===== src/rtl/ssq_pkg.sv =====
package ssq_pkg;
  typedef enum logic [1:0] {
    OP_READ  = 2'b00,
    OP_WRITE = 2'b01,
    OP_NOP   = 2'b10,
    OP_CMD   = 2'b11
  } bus_op_e;

  // which request wins on a granted edge: operand beats address
  function automatic logic pick_hi(input logic grant, input logic hreq);
    return grant && hreq;
  endfunction

  function automatic logic pick_lo(input logic grant, input logic hreq,
                                   input logic lreq, input logic rdy,
                                   input logic en);
    return grant && !hreq && lreq && rdy && en;
  endfunction
endpackage


===== src/rtl/ssq_hold.sv =====
module ssq_hold #(
  parameter int DEST_W = 4,
  parameter int DATA_W = 16
) (
  input  logic              clk,
  input  logic              rst_n,
  input  logic              load_addr,
  input  logic              load_data,
  input  logic [DEST_W-1:0] dest_in,
  input  logic [DATA_W-1:0] addr_in,
  input  logic [DATA_W-1:0] data_in,
  output logic [DEST_W-1:0] dest_q,
  output logic [DATA_W-1:0] addr_q,
  output logic [DATA_W-1:0] data_q
);
  always_ff @(posedge clk or negedge rst_n) begin
    if (!rst_n) begin
      dest_q <= '0;
      addr_q <= '0;
    end else if (load_addr) begin
      dest_q <= dest_in;
      addr_q <= addr_in;
    end
  end

  always_ff @(posedge clk or negedge rst_n) begin
    if (!rst_n)         data_q <= '0;
    else if (load_data) data_q <= data_in;
  end
endmodule


===== src/rtl/ssq_ctrl.sv =====
module ssq_ctrl
  import ssq_pkg::*;
(
  input  logic clk,
  input  logic rst_n,
  input  logic st_strobe,
  input  logic dt_strobe,
  input  logic dest_ready,
  input  logic bus_enable,
  input  logic bus_grant,
  output logic accept_st,
  output logic accept_dt,
  output logic take_hi,
  output logic take_lo,
  output logic eligible,
  output logic busy
);
  logic lreq_q, hreq_q, open_q, dsent_q;
  logic close_now;

  assign accept_st = st_strobe && !open_q;
  assign accept_dt = dt_strobe && open_q && !hreq_q && !dsent_q;
  assign take_hi   = pick_hi(bus_grant, hreq_q);
  assign take_lo   = pick_lo(bus_grant, hreq_q, lreq_q, dest_ready, bus_enable);
  assign eligible  = hreq_q || (lreq_q && dest_ready && bus_enable);
  assign close_now = (take_hi && !lreq_q) || (take_lo && dsent_q);
  assign busy      = open_q;

  always_ff @(posedge clk or negedge rst_n) begin
    if (!rst_n) begin
      lreq_q  <= 1'b0;
      hreq_q  <= 1'b0;
      open_q  <= 1'b0;
      dsent_q <= 1'b0;
    end else begin
      if (accept_st)    lreq_q <= 1'b1;
      else if (take_lo) lreq_q <= 1'b0;
      if (accept_dt)    hreq_q <= 1'b1;
      else if (take_hi) hreq_q <= 1'b0;
      if (accept_st)      open_q <= 1'b1;
      else if (close_now) open_q <= 1'b0;
      if (close_now)              dsent_q <= 1'b0;
      else if (take_hi && lreq_q) dsent_q <= 1'b1;
    end
  end

  AST_ONE_WINNER: assert property (@(posedge clk) disable iff (!rst_n)
    !(take_hi && take_lo));
  AST_LO_GATED: assert property (@(posedge clk) disable iff (!rst_n)
    take_lo |-> (dest_ready && bus_enable && !hreq_q));
  AST_HI_CLEARS: assert property (@(posedge clk) disable iff (!rst_n)
    take_hi |=> !hreq_q);
  AST_LO_CLEARS: assert property (@(posedge clk) disable iff (!rst_n)
    take_lo |=> !lreq_q);
  AST_OPEN_WHILE_REQ: assert property (@(posedge clk) disable iff (!rst_n)
    (lreq_q || hreq_q) |-> open_q);
endmodule


===== src/rtl/ssq_bus.sv =====
module ssq_bus
  import ssq_pkg::*;
#(
  parameter int          DEST_W = 4,
  parameter int          DATA_W = 16,
  parameter logic [3:0]  SRC_ID = 4'hA
) (
  input  logic              clk,
  input  logic              rst_n,
  input  logic              take_hi,
  input  logic              take_lo,
  input  logic [DEST_W-1:0] dest_q,
  input  logic [DATA_W-1:0] addr_q,
  input  logic [DATA_W-1:0] data_q,
  output logic              bus_valid,
  output logic [DEST_W-1:0] bus_dest,
  output logic [3:0]        bus_src,
  output logic [1:0]        bus_op,
  output logic [DATA_W-1:0] bus_payload
);
  always_ff @(posedge clk or negedge rst_n) begin
    if (!rst_n) begin
      bus_valid   <= 1'b0;
      bus_dest    <= '0;
      bus_src     <= '0;
      bus_op      <= '0;
      bus_payload <= '0;
    end else if (take_hi || take_lo) begin
      bus_valid   <= 1'b1;
      bus_dest    <= dest_q;
      bus_src     <= SRC_ID;
      bus_op      <= take_hi ? OP_NOP : OP_WRITE;
      bus_payload <= take_hi ? data_q : addr_q;
    end else begin
      bus_valid   <= 1'b0;
      bus_dest    <= '0;
      bus_src     <= '0;
      bus_op      <= '0;
      bus_payload <= '0;
    end
  end

  AST_NOP_FOR_DATA: assert property (@(posedge clk) disable iff (!rst_n)
    take_hi |=> (bus_valid && bus_op == OP_NOP));
  AST_WRITE_FOR_ADDR: assert property (@(posedge clk) disable iff (!rst_n)
    take_lo |=> (bus_valid && bus_op == OP_WRITE));
  AST_IDLE_ZERO: assert property (@(posedge clk) disable iff (!rst_n)
    !bus_valid |-> (bus_op == 2'b00 && bus_payload == '0 && bus_src == '0));
endmodule


===== src/rtl/store_req_seq.sv =====
module store_req_seq
  import ssq_pkg::*;
#(
  parameter int         DEST_W = 4,
  parameter int         DATA_W = 16,
  parameter logic [3:0] SRC_ID = 4'hA
) (
  input  logic              clk,
  input  logic              rst_n,
  input  logic              st_strobe,
  input  logic [DEST_W-1:0] st_dest,
  input  logic [DATA_W-1:0] st_addr,
  input  logic              dt_strobe,
  input  logic [DATA_W-1:0] dt_data,
  input  logic              dest_ready,
  input  logic              bus_enable,
  input  logic              bus_grant,
  output logic              busy,
  output logic              bus_req,
  output logic              bus_valid,
  output logic [DEST_W-1:0] bus_dest,
  output logic [3:0]        bus_src,
  output logic [1:0]        bus_op,
  output logic [DATA_W-1:0] bus_payload
);
  logic              accept_st, accept_dt, take_hi, take_lo;
  logic [DEST_W-1:0] dest_q;
  logic [DATA_W-1:0] addr_q, data_q;

  ssq_ctrl u_ctrl (
    .clk(clk), .rst_n(rst_n), .st_strobe(st_strobe), .dt_strobe(dt_strobe),
    .dest_ready(dest_ready), .bus_enable(bus_enable), .bus_grant(bus_grant),
    .accept_st(accept_st), .accept_dt(accept_dt), .take_hi(take_hi),
    .take_lo(take_lo), .eligible(bus_req), .busy(busy)
  );

  ssq_hold #(.DEST_W(DEST_W), .DATA_W(DATA_W)) u_hold (
    .clk(clk), .rst_n(rst_n), .load_addr(accept_st), .load_data(accept_dt),
    .dest_in(st_dest), .addr_in(st_addr), .data_in(dt_data),
    .dest_q(dest_q), .addr_q(addr_q), .data_q(data_q)
  );

  ssq_bus #(.DEST_W(DEST_W), .DATA_W(DATA_W), .SRC_ID(SRC_ID)) u_bus (
    .clk(clk), .rst_n(rst_n), .take_hi(take_hi), .take_lo(take_lo),
    .dest_q(dest_q), .addr_q(addr_q), .data_q(data_q),
    .bus_valid(bus_valid), .bus_dest(bus_dest), .bus_src(bus_src),
    .bus_op(bus_op), .bus_payload(bus_payload)
  );

  AST_REFUSE_WHEN_BUSY: assert property (@(posedge clk) disable iff (!rst_n)
    (st_strobe && busy) |=> $stable(addr_q));
  AST_BUSY_AFTER_STORE: assert property (@(posedge clk) disable iff (!rst_n)
    (st_strobe && !busy) |=> busy);
  AST_STRAY_DATA: assert property (@(posedge clk) disable iff (!rst_n)
    (dt_strobe && !busy) |=> $stable(data_q));
endmodule


===== config.mk =====
export PLATFORM = sky130hd
export DESIGN_NAME = store_req_seq
export DESIGN_NICKNAME = d
export VERILOG_FILES = /design/src/rtl/ssq_pkg.sv /design/src/rtl/ssq_hold.sv /design/src/rtl/ssq_ctrl.sv /design/src/rtl/ssq_bus.sv /design/src/rtl/store_req_seq.sv
export SDC_FILE = /design/constraint.sdc
export NUM_CORES = 1
export LEC_CHECK = 0
export BUFFER_PORTS_ARGS = -buffer_cell sky130_fd_sc_hd__buf_2
export CAP_MARGIN = 25
export CORE_MARGIN = 4
export CORE_UTILIZATION = 42
export DETAILED_ROUTE_END_ITERATION = 8
export PLACE_DENSITY = 0.67
export REMOVE_ABC_BUFFERS = 1
export SLEW_MARGIN = 5
export SYNTH_ARGS = -nofsm -noshare
export SYNTH_HDL_FRONTEND = slang
export SYNTH_SLANG_ARGS = --single-unit

===== constraint.sdc =====
create_clock -name clk -period 2.2 [get_ports clk]
set_clock_uncertainty 0.05 [all_clocks]
set_input_delay 0.55 -clock clk [delete_from_list [all_inputs] [get_ports clk]]
set_output_delay 0.55 -clock clk [all_outputs]
set_load 0.02 [all_outputs]

; ---- Word level (Yosys, flattened, before mapping)
; Index checks and enable logic that the tools add are counted.
; Widths: inputs -> output; s select.
[totals]
ff_bits = 67
[classes]
n_reduce_logical = 25
n_mux = 15
[op_table]
columns = operator, count
row1 = $mux 16, 2
row2 = $logic_and 1x1->1, 14
row3 = $mux 1, 9
row4 = $mux 4, 2
row5 = $reduce_bool 2->1, 4
row6 = $logic_not 1->1, 4
row7 = $mux 2, 2
row8 = $logic_or 1x1->1, 3

; ---- Depth between registers and ports, before layout
; Gate-level depths: netlist of the first run.
[depth]
ltp_word = 9
mapped_depth = 5
mapped_depth_nobuf = 4

; ---- Modules after synthesis
; From an unflattened synthesis of the first run, not the netlist that was laid out.
[hier_totals]
cells_unflattened = 188
hier_area_um2 = 2566.2
[modules_own_cells]
columns = module, area_each_um2, n_inst, cells_per_inst
row1 = ssq_hold, 1390.1, 1, 76
row2 = ssq_bus, 955.9, 1, 90
row3 = ssq_ctrl, 220.2, 1, 22

; ---- Worst setup path after synthesis of the first run
; No wires, ideal clock.
[synth_path]
kind = register to register
from = register u_ctrl.open_q, in the netlist u_ctrl.busy
to = register u_hold.data_q[0]
t_arrival_ns = 1.574
path_buffers = 1
synth_period_minus_slack_ns = 1.749
setup_slack_ns = 0.451
setup_time_ns = 0.125
path_stages_with_launch = 5
path_cell_list = dfrtp_1 > inv_1 > nor4b_4 > buf_6 > mux2_2
[synth_between]
elab_chain_cells = 3
[synth_rtl]
columns = item, line_no
row1 = from (decl), ssq_ctrl.sv:18  ; logic lreq_q, hreq_q, open_q, dsent_q;
row2 = from (signal assigned), ssq_ctrl.sv:33  ; open_q <= 1'b0;
row3 = from (signal assigned), ssq_ctrl.sv:40  ; if (accept_st) open_q <= 1'b1;
row4 = from (signal assigned), ssq_ctrl.sv:41  ; else if (close_now) open_q <= 1'b0;
row5 = $logic_and 1x1->1 (3 in series), ssq_ctrl.sv:22  ; assign accept_dt = dt_strobe && open_q && !hreq_q && !dsent_q;
row6 = to (signal assigned), ssq_hold.sv:28  ; else if (load_data) data_q <= data_in;
row7 = to (decl), ssq_hold.sv:14  ; output logic [DATA_W-1:0] data_q
; No other way between the ends.
; A chain may end at the register's enable or synchronous reset.

; ---- Worst setup path after layout of the first run
[layout_path]
from = register u_ctrl.hreq_q
to = output bus_req
[layout_between]
elab_chain_cells = 1
[layout_rtl]
columns = item, line_no
row1 = from (decl), ssq_ctrl.sv:18
row2 = from (signal assigned), ssq_ctrl.sv:32  ; hreq_q <= 1'b0;
row3 = from (signal assigned), ssq_ctrl.sv:38  ; if (accept_dt) hreq_q <= 1'b1;
row4 = from (signal assigned), ssq_ctrl.sv:39  ; else if (take_hi) hreq_q <= 1'b0;
row5 = $logic_or 1x1->1, ssq_ctrl.sv:25  ; assign eligible = hreq_q || (lreq_q && dest_ready && bus_enable);
row6 = to (decl), store_req_seq.sv:19  ; output logic bus_req,
; No other way between the ends.

==> impl_results.md, run 1 <==
* Drt first-iter violations at 37
* Via total after detailed routing at 1471
* Type of the most critical hold path: input port to asynchronous set/reset pin
* Total inserted antenna cells at 0
* Sequential cell fraction of total power at 47.3%
* Gpl congestion at 0.7046
* Net total in the final layout at 270
* Area of the mapped netlist at 0.002341 mm²
* Mean cell area of the mapped netlist at 15.71 µm²
* Filler Cell Count at 448
* First drt pass iteration count at 4
* Data required time of the critical path at 1600 ps
* Total GRT Usage at 15.25%
* Ordered cell list for the critical path: a31oi_1 -> inv_1 -> buf_2
* Largest delay contributor family on the critical path: flip-flops
* Final routed wire length divided by cell count at between 15 and 20 µm
* Net switching fraction of the power at 29.50%
* MaxCap Viol Count at 0
* Period Utilization, post-route at 85.96%
* Via-to-Cell Ratio at 4.887
* Max-slew headroom at the worst pin at 65.94%
* Netlist cell types at 23
* Skew-Pair Late Insertion Delay at roughly 330 ps
* Vias in the first global route at 1471
* Count of boundary I/O pins at 72
* Chip Height at between 80 and 90 µm
* Number of DRC violations after detailed routing at 0
* Fraction of layout cells with a size suffix above 1 at between 50% and 60%
* Die Area at 0.006832 mm²
* Worst Setup Slack, final at 308.8 ps
* CP endpoint kind: output pin
* Transition at the pin with the smallest max-transition slack at 510.9 ps
* Worst endpoint data arrival time at 1290 ps
* Antenna violations before repair at 0
* Power density of the placed cells at approximately 1300 mW/mm²
* Path type of the worst setup path: flop to output pin
* Fin cells at approximately 300
* Routed Wire Length at around 4.5 mm
* Count of cells resized by post-cts repair at 0
* Time the worst path needs with I/O delays and setup at 1891 ps
* Count of pins over their slew limit at 0
* Max stage delay cell, worst path: dfrtp_1
* Critical path buffers and inverters at 2
* Number of input and output port buffers inserted at 69
* Clock-pin slew of the registers on the worst-case setup and hold paths at approximately 70 ps
* Synthesized instance count at between 100 and 150
* Hold_buf cts at 0
* Status: completed
* Startpoint kind of the worst setup timing path: flop
* Final setup fails at 0
* Detail Route Antenna Nets at 0
* Area added between synthesis and finish at 26.99%
* Total power draw at 3.936 mW
* Row count at 26
* Pin count of the biggest net entering global routing at 44
* Setup repair after global routing missed its margin: no
* Part of the total power dissipated in combinational logic at 27.8%
* Overflow left after global routing at 0
* NetSw at 1.161 mW
* Synth Warn # at 0
* Clk network pwr share at 24.9%
* Starting utilization of the core area at 44.70%
* Number of buffers added by the clock tree synthesis step at 9
* # clock sinks at 63
* CTS tree: built
* CTS Root Cell: clkbuf_8
* CP max stage delay at 460 ps
* First-pass GRT wire length at 7.300 mm
* Leakage Power at around 1.5 nW
* Core region area at 0.005238 mm²
* Seq/Total Area, Yosys at 67.34%
* Number of cells after detailed placement at 286
* HPWL reported at the end of detailed placement at 3.104 mm
* Int Pwr at 2.775 mW
* Highest net fanout along the worst path at 6
* Synthesized flop and latch total at 63
* Setup slack after placement at 478.2 ps
* Total number of H-tree levels at 3
* Final Hold Vio Count at 0
* Achievable clock frequency at roughly 0.53 GHz
* Max Buffers Root-to-Sink at 2
* Total setup buffers inserted after CTS at 0
* Maximum resistive drop on vdd at 696.9 µV
* Overall die width at a little over 80 µm
* Total negative slack for setup checks at 0 ps
-- flip-flops by register name (all words and copies together), names as in the netlist --
name / cells
u_hold.addr_q: 16
u_bus.bus_dest: 4
u_ctrl.busy: 1
u_ctrl.hreq_q: 1
u_hold.dest_q: 4
u_hold.data_q: 16
u_bus.bus_src: 1
u_bus.bus_op: 2
u_ctrl.lreq_q: 1
u_bus.bus_payload: 16
u_ctrl.dsent_q: 1
-- cell families after synthesis --
logic type             synth area share [%]
other                                0.1602
AO/OA/AOI/OAI                         7.162
AND/OR/NAND/NOR                       4.168
multiplexers                          17.74
flip-flops                            67.34
buffers and inverters                 3.420
-- routing by layer --
layer | up-vias | part of all wire (%) | GRT usage, %
li1 | 674 | - | -
met1 | 726 | 43 | 18.34
met2 | 64 | 44 | 22.20
met3 | 7 | 12 | 8.351
met4 | 0 | 1.1 | 7.353
met5 | - | 0 | 0
-- final timing paths --
path / start / endpoint / slack, ps / cells past startpoint
hold / removal: rst_n / u_hold.data_q[11]$_DFFE_PN0P_ / 130 / 1
min in group clk: st_dest[1] / u_hold.dest_q[1]$_DFFE_PN0P_ / 390 / 2
setup reg to reg: u_ctrl.busy$_DFFE_PN0P_ / u_hold.data_q[10]$_DFFE_PN0P_ / 620 / 4
hold reg to reg: u_hold.dest_q[3]$_DFFE_PN0P_ / u_bus.bus_dest[3]$_DFF_PN0_ / 420 / 1
max in group asynchronous: rst_n / u_hold.data_q[7]$_DFFE_PN0P_ / 1380 / 2
setup / recovery: u_ctrl.hreq_q$_DFFE_PN0P_ / bus_req / 310 / 3
-- power groups by stage --
stage	combinational (mW)	sequential (mW)	clock, mW
after floorplan	0.627	1.99	0
after global placement	1.08	1.88	0
after detailed placement	1.11	1.89	0
after CTS	1.12	1.87	1.02
after global routing	1.20	1.93	1.08
final	1.09	1.86	0.980
-- area by class of cell --
cell class                      instances  area, µm²  share of cell area (%)
Inverter                                5      18.77                  0.6313
Sequential cell                        63       1577                   53.03
Clock inverter                          4      45.04                   1.515
Tap cell                               70      87.58                   2.946
Clock buffer                           11      151.4                   5.093
Multi-Input combinational cell         73      690.7                   23.23
Timing Repair Buffer                   75      402.9                   13.55
-- layout by cell type (no fill, tap or decap), types with 2 or more instances in the layout --
cell	synthesis	layout
mux2_2	36	36
nor2_1	3	3
o21bai_1	2	2
clkbuf_8	0	11
buf_4	4	5
buf_2	4	69
and2_1	4	4
a22o_1	15	15
conb_1	1	2
clkinv_2	0	3
dfrtp_1	63	63
inv_1	4	4
-- synth_stat cells --
cell type	instances	area [µm²]
conb_1	1	3.750
a31oi_1	1	6.260
o22ai_1	1	6.260
dfrtp_1	63	1577
inv_1	4	15.01
nand3_1	1	5.000
a21o_2	1	8.760
buf_4	4	30.03
a22o_1	15	131.4
nor2b_1	1	6.260
nand3b_1	1	7.510
nor2_1	3	11.26
buf_6	1	11.26
nor3_1	1	5.000
mux2_2	36	405.4
and2_1	4	25.02
nand2_1	1	3.750
nor3_2	1	10.01
o21bai_1	2	15.01
nor4b_4	1	23.77
mux2i_1	1	10.01
buf_2	4	20.02
clkinv_1	1	3.750
-- metrics by stage --
step                util, %  cell area [µm²]  hold WS (ps)
floorplan                 -             2283         204.4
global placement      53.01             2776         404.7
detailed placement    53.01             2776         411.9
CTS                   56.76             2973         130.0
global route          56.76             2973         146.4
finish                56.76             2973         131.4
Power figures use the tool's default switching activity.
==> inputs of run 2 (changes only) <==
--- a/config.mk
+++ b/config.mk
@@ -16,3 +16,4 @@
 export SYNTH_ARGS = -nofsm -noshare
 export SYNTH_HDL_FRONTEND = slang
 export SYNTH_SLANG_ARGS = --single-unit
+export TNS_END_PERCENT = 100
==> constraint.sdc (replaced) <==
create_clock -name clk -period 2.2 [get_ports clk]
set_clock_uncertainty 0.05 [all_clocks]
set_input_delay 0.33 -clock clk [delete_from_list [all_inputs] [get_ports clk]]
set_output_delay 0.33 -clock clk [all_outputs]
set_load 0.02 [all_outputs]
==> run 2 against run 1 <==
Net effect:
- total power grew 1.9%
- largest cell class unchanged
- global-route usage is 0.81 points lower
- final cell count shrank 0.33%
- hold slack better by 53 ps
- highest routed layer unchanged
==> impl_results.md, run 2 (synthesis results as in run 1) <==
* Total negative slack for setup checks at 0 ps
* Top library cells by usage in the layout, fill and taps aside: 69 x buf_2, 63 x dfrtp_1, 36 x mux2_2
* Net total in the final layout at 269
* Number of buffers added by the clock tree synthesis step at 9
* HPWL reported at the end of detailed placement at 3.054 mm
* Count of boundary I/O pins at 72
* Clock-pin slew of the registers on the worst-case setup and hold paths at 60 ps
* # clock sinks at 63
* Vias in the first global route at 1522
* Time the worst path needs with I/O delays and setup at between 1500 and 2000 ps
* Overall die width at 82.66 µm
* Die Area at 0.006832 mm²
* Pin count of the biggest net entering global routing at 41
* Path type of the worst setup path: flop to output pin
* Critical path buffers and inverters at 2
* Final Cell Area at 0.002995 mm²
* Type of the most critical hold path: input port to flop
* Skew-Pair Late Insertion Delay at 320 ps
* End point of the worst hold path: u_hold.addr_q[6]$_DFFE_PN0P_
* Most common cell after layout, fill and taps aside: buf_2
* Antenna violations before repair at 0
* Reg-to-Reg End: u_bus.bus_payload[1]$_DFF_PN0_
* CTS Root Cell: clkbuf_8
* Drt first-iter violations at 45
* Core region area at 0.005238 mm²
* MaxCap Viol Count at 0
* Power density of the placed cells at 1340 mW/mm²
* Worst Setup Slack, final at 545.8 ps
* CP endpoint kind: output pin
* Cell depth of the worst hold path at 2
* Fraction of layout cells with a size suffix above 1 at about 55%
* Routed Wire Length at 4.275 mm
* Final cell utilization of the core at between 50 and 60%
* Startpoint kind of the worst setup timing path: flop
* Overflow left after global routing at 0
* CTS tree: built
* Leakage Power at 1.513 nW
* Fin cells at 300
* Setup slack after placement at 577.4 ps
* R2r startpoint: u_ctrl.hreq_q$_DFFE_PN0P_
* Launch instance of the worst min-delay path: st_addr[6]
* Biggest registers after layout: u_bus.bus_payload (16), u_hold.addr_q (16), u_hold.data_q (16)
* Final routed wire length divided by cell count at 14.25 µm
* Data required time of the critical path at roughly 1800 ps
* Final Hold Vio Count at 0
* Worst endpoint data arrival time at 1270 ps
* Worst reg2reg path depth at 3
* Chip Height at 82.66 µm
* Total number of H-tree levels at 3
* Cell area after placement at ~0.0028 mm²
* Via total after detailed routing at 1432
* Count of pins over their slew limit at 0
* Achievable clock frequency at about 0.60 GHz
* First drt pass iteration count at 4
* CP max stage delay at 460 ps
* Number of cells after detailed placement at 284
* Max-slew headroom at the worst pin at roughly 64%
* Status: completed
* Maximum resistive drop on vdd at 641.5 µV
* Gpl congestion at between 0.7 and 0.8
* Total setup buffers inserted after CTS at 0
* Detail Route Antenna Nets at 0
* Total GRT Usage at 14.44%
* Max stage delay cell, worst path: dfrtp_1
* Highest net fanout along the worst path at 6
* Area added between synthesis and finish at 27.95%
* Total inserted antenna cells at 0
* First-pass GRT wire length at roughly 7 mm
* Starting utilization of the core area at 44.70%
* Max Buffers Root-to-Sink at 2
* Final setup fails at 0
* Number of input and output port buffers inserted at 69
* Transition at the pin with the smallest max-transition slack at roughly 540 ps
* Largest delay contributor family on the critical path: flip-flops
* Number of DRC violations after detailed routing at 0
* Setup repair after global routing missed its margin: no
* CP Launch Point: u_ctrl.hreq_q$_DFFE_PN0P_
* Row count at 26
* Via-to-Cell Ratio at 4.773
* Ordered cell list for the critical path: a31oi_1 -> inv_1 -> buf_2
* Reg2reg setup slack at 580 ps
* Period Utilization, post-route at 75.19%
[run 2: power breakdown]
group / switching [mW] / total (mW) / internal, mW
sequential: 0.239 / 1.87 / 1.63
clock: 0.396 / 1.05 / 0.659
combinational: 0.513 / 1.09 / 0.574
[run 2: layout make-up]
type                    count  area [µm²]
well taps                  70       87.58
repair buffers             74       410.4
fillers                   446        2242
clock buffers              11       141.4
flip-flops and latches     63        1577
clock inverters             4       70.07
inverters                   5       18.77
multi-input cells          73       690.7
[run 2: through the flow]
step,total power [mW],hold WS (ps)
2_1_floorplan,2.613,-15.59
3_3_place_gp,2.960,297.4
3_5_place_dp,3.003,300.4
4_1_cts,4.074,162.5
5_1_grt,4.270,157.8
6_report,4.013,184.4
[run 2: what timing repair did]
item | 4_1_cts | 5_1_grt
resized for setup | 0 | 0
endpoints found under the hold margin | 23 | 0
hold buffers | 1 | 0
[run 2: how the worst max path moves through the flow]
stage / to / cells after the start
after floorplan: u_hold.addr_q[0]$_DFFE_PN0P_ / 2
after global placement: u_bus.bus_payload[6]$_DFF_PN0_ / 3
final: bus_req / 3
after detailed placement: u_bus.bus_payload[1]$_DFF_PN0_ / 3
after CTS: bus_req / 3
after global routing: u_bus.bus_payload[1]$_DFF_PN0_ / 3
[run 2: worst reg2reg max path, cell delays in order (launching register included)]
cell	delay (ps)
dfrtp_1	460
nand2_1	160
clkinv_1	450
a22o_1	400
[run 2: routing by layer]
| metal | share of wire [%] | global-route usage [%] | vias to the layer above |
|---|---|---|---|
| met5 | 0 | 0 | - |
| met4 | 0.94 | 4.902 | 0 |
| met3 | 10 | 6.616 | 5 |
| met2 | 44 | 21.88 | 65 |
| met1 | 45 | 18.36 | 687 |
| li1 | - | - | 675 |
==> inputs of run 3 (changes only) <==
--- a/config.mk
+++ b/config.mk
@@ -10,7 +10,7 @@
 export CORE_MARGIN = 4
 export CORE_UTILIZATION = 42
 export DETAILED_ROUTE_END_ITERATION = 8
-export PLACE_DENSITY = 0.67
+export PLACE_DENSITY = 0.7
 export REMOVE_ABC_BUFFERS = 1
 export SLEW_MARGIN = 5
 export SYNTH_ARGS = -nofsm -noshare
==> constraint.sdc (replaced) <==
create_clock -name clk -period 1.4 [get_ports clk]
set_clock_uncertainty 0.05 [all_clocks]
set_input_delay 0.21 -clock clk [delete_from_list [all_inputs] [get_ports clk]]
set_output_delay 0.21 -clock clk [all_outputs]
set_load 0.02 [all_outputs]
==> run 3 against run 2 <==
Net effect:
- the flow now finishes with violations (negative setup slack)
- global-route usage rose by 1.8 points
- worst setup slack got worse by 660 ps
- sequential power is 56% higher
- final cell count up 4.0%
- clock power is 44% higher
- count of clock-buffer cells in the layout increased by 2
- die area stayed put
- largest cell class unchanged
- largest power group unchanged
==> impl_results.md, run 3 (synthesis results as in run 1) <==
* Status: finished with violations
* Violated checks: negative setup slack
* Number of cells after detailed placement at between 200 and 300
* CP endpoint kind: flop
* Overall die width at 82.66 µm
* Power density of the placed cells at 2078 mW/mm²
* Time the worst path needs with I/O delays and setup at between 1500 and 2000 ps
* HPWL reported at the end of detailed placement at 3.198 mm
* Path type of the worst setup path: flop to flop
* Final Hold Vio Count at 0
* Final Cell Area at around 0.0031 mm²
* Final worst hold slack at between 50 and 60 ps
* First drt pass iteration count at 4
* Gpl congestion at 0.8262
* Drt first-iter violations at 77
* Total GRT Usage at between 15 and 20%
* Net switching fraction of the power at ~30%
* Maximum resistive drop on vdd at roughly 1000 µV
* Fraction of layout cells with a size suffix above 1 at 57.02%
* Area added between synthesis and finish at 33.99%
* Routed Wire Length at around 4.7 mm
* Biggest registers after layout: u_bus.bus_payload (16), u_hold.addr_q (16), u_hold.data_q (16)
* Pin count of the biggest net entering global routing at 64
* Core region area at about 0.0052 mm²
* Period Utilization, post-route at 107.8%
* Number of DRC violations after detailed routing at 0
* Most common cell after layout, fill and taps aside: buf_2
* Data required time of the critical path at 1560 ps
* Clock-pin slew of the registers on the worst-case setup and hold paths at around 60 ps
* # clock sinks at 63
* Leakage Power at 1.597 nW
* Overflow left after global routing at 0
* Total inserted antenna cells at 0
* Part of the total power dissipated in combinational logic at 32.0%
* Sequential cell fraction of total power at around 45%
* CTS tree: built
* Max Buffers Root-to-Sink at 2
* Die Area at 0.006832 mm²
* Total number of H-tree levels at 3
* Total negative slack for setup checks at -1386 ps
* Count of boundary I/O pins at 72
* Worst Setup Slack, final at -109.4 ps
* Int Pwr at about 4.6 mW
* Clk network pwr share at 23.2%
* Skew-Pair Late Insertion Delay at 330 ps
* NetSw at 1.914 mW
* Reg-to-Reg End: u_hold.data_q[15]$_DFFE_PN0P_
* Worst reg2reg path depth at 4
* Setup repair after global routing missed its margin: yes
* First-pass GRT wire length at 8.010 mm
* MaxCap Viol Count at 0
* Vias in the first global route at 1662
* Detail Route Antenna Nets at 0
* Count of pins over their slew limit at 0
* Antenna violations before repair at 0
* Startpoint kind of the worst setup timing path: flop
* Reg2reg setup slack at -110 ps
* Via-to-Cell Ratio at between 4 and 5
* Row count at 26
* Last element of the critical path: u_hold.data_q[15]$_DFFE_PN0P_
* Number of input and output port buffers inserted at just under 70
* Chip Height at 82.66 µm
* Achievable clock frequency at 0.6625 GHz
* Via total after detailed routing at 1495
* R2r startpoint: u_ctrl.hreq_q$_DFFE_PN0P_
* Fin cells at 312
* Final setup fails at 17
* Number of buffers added by the clock tree synthesis step at 9
* Net total in the final layout at 280
* CTS Root Cell: clkbuf_8
* Top library cells by usage in the layout, fill and taps aside: 68 x buf_2, 63 x dfrtp_1, 26 x mux2_2
* Starting utilization of the core area at 44.70%
* Worst endpoint data arrival time at between 1500 and 2000 ps
* Type of the most critical hold path: input port to flop
* Highest net fanout along the worst path at 10
* Final routed wire length divided by cell count at 15.18 µm
* CP Launch Point: u_ctrl.hreq_q$_DFFE_PN0P_
* Cell area after placement at ~0.0028 mm²
==> run 3: cell types whose count changed in the layout (fill, tap and decap cells not counted), moves of 2 or more <==
cell      before  now
clkbuf_1       1    3
mux2_2        36   26
buf_4          2   10
mux2_4         0   10
buf_6          0    3
==> run 3: how the worst min path moves through the flow <==
stage                                          end  slack [ps]  depth (start not counted)  startpoint
global route          u_hold.addr_q[2]$_DFFE_PN0P_          30                          2  st_addr[2]
detailed placement  u_bus.bus_payload[9]$_DFF_PN0_         200                          2       rst_n
floorplan              u_bus.bus_dest[0]$_DFF_PN0_        -140                          0       rst_n
CTS                   u_hold.addr_q[2]$_DFFE_PN0P_          40                          2  st_addr[2]
finish                u_hold.addr_q[2]$_DFFE_PN0P_          60                          2  st_addr[2]
global placement    u_bus.bus_payload[5]$_DFF_PN0_         200                          2       rst_n
==> run 3: cell type report <==
class	count	area, µm²
multi-input cells	73	748.2
clock buffers	13	148.9
fillers	423	2101
repair buffers	85	514.2
well taps	70	87.58
flip-flops and latches	63	1577
clock inverters	3	42.54
inverters	5	18.77
==> run 3: metrics by stage <==
| step | setup WS, ps | utilization (%) | power, mW |
|---|---|---|---|
| 5_1_grt | -171.9 | 59.89 | 6.977 |
| 2_1_floorplan | -629.4 | - | 4.107 |
| 4_1_cts | -91.66 | 60.08 | 6.604 |
| 6_report | -109.4 | 59.89 | 6.520 |
| 3_5_place_dp | -55.26 | 54.35 | 4.836 |
| 3_3_place_gp | -10.33 | 54.35 | 4.764 |
==> run 3: what timing repair did <==
| action | in CTS | in global routing |
|---|---|---|
| pin swaps | 0 | 0 |
| cloned | 1 | 0 |
| endpoints found under the setup margin | 18 | 47 |
| endpoints found under the hold margin | 63 | 0 |
| hold buffers | 1 | 0 |
| gates resized for setup | 14 | 6 |
| setup buffers | 2 | 2 |
==> run 3: critical path, cell delays in order (launching register included) <==
cell     delay [ps]
dfrtp_1         390
buf_4           150
nor4b_4         260
buf_6           200
mux2_2          340
==> run 3: power groups by stage <==
stage / combinational (mW) / clock, mW / sequential, mW
6_report: 2.09 / 1.51 / 2.92
5_1_grt: 2.29 / 1.67 / 3.02
4_1_cts: 2.12 / 1.56 / 2.92
3_5_place_dp: 1.89 / 0 / 2.95
3_3_place_gp: 1.83 / 0 / 2.93
2_1_floorplan: 0.986 / 0 / 3.12
==> run 3: layer usage <==
| metal | GRT usage, % | share of wire, % |
|---|---|---|
| met3 | 8.460 | 10 |
| met1 | 20.65 | 46 |
| met4 | 4.412 | 0.32 |
| met2 | 24.44 | 43 |
| met5 | 0 | 0 |
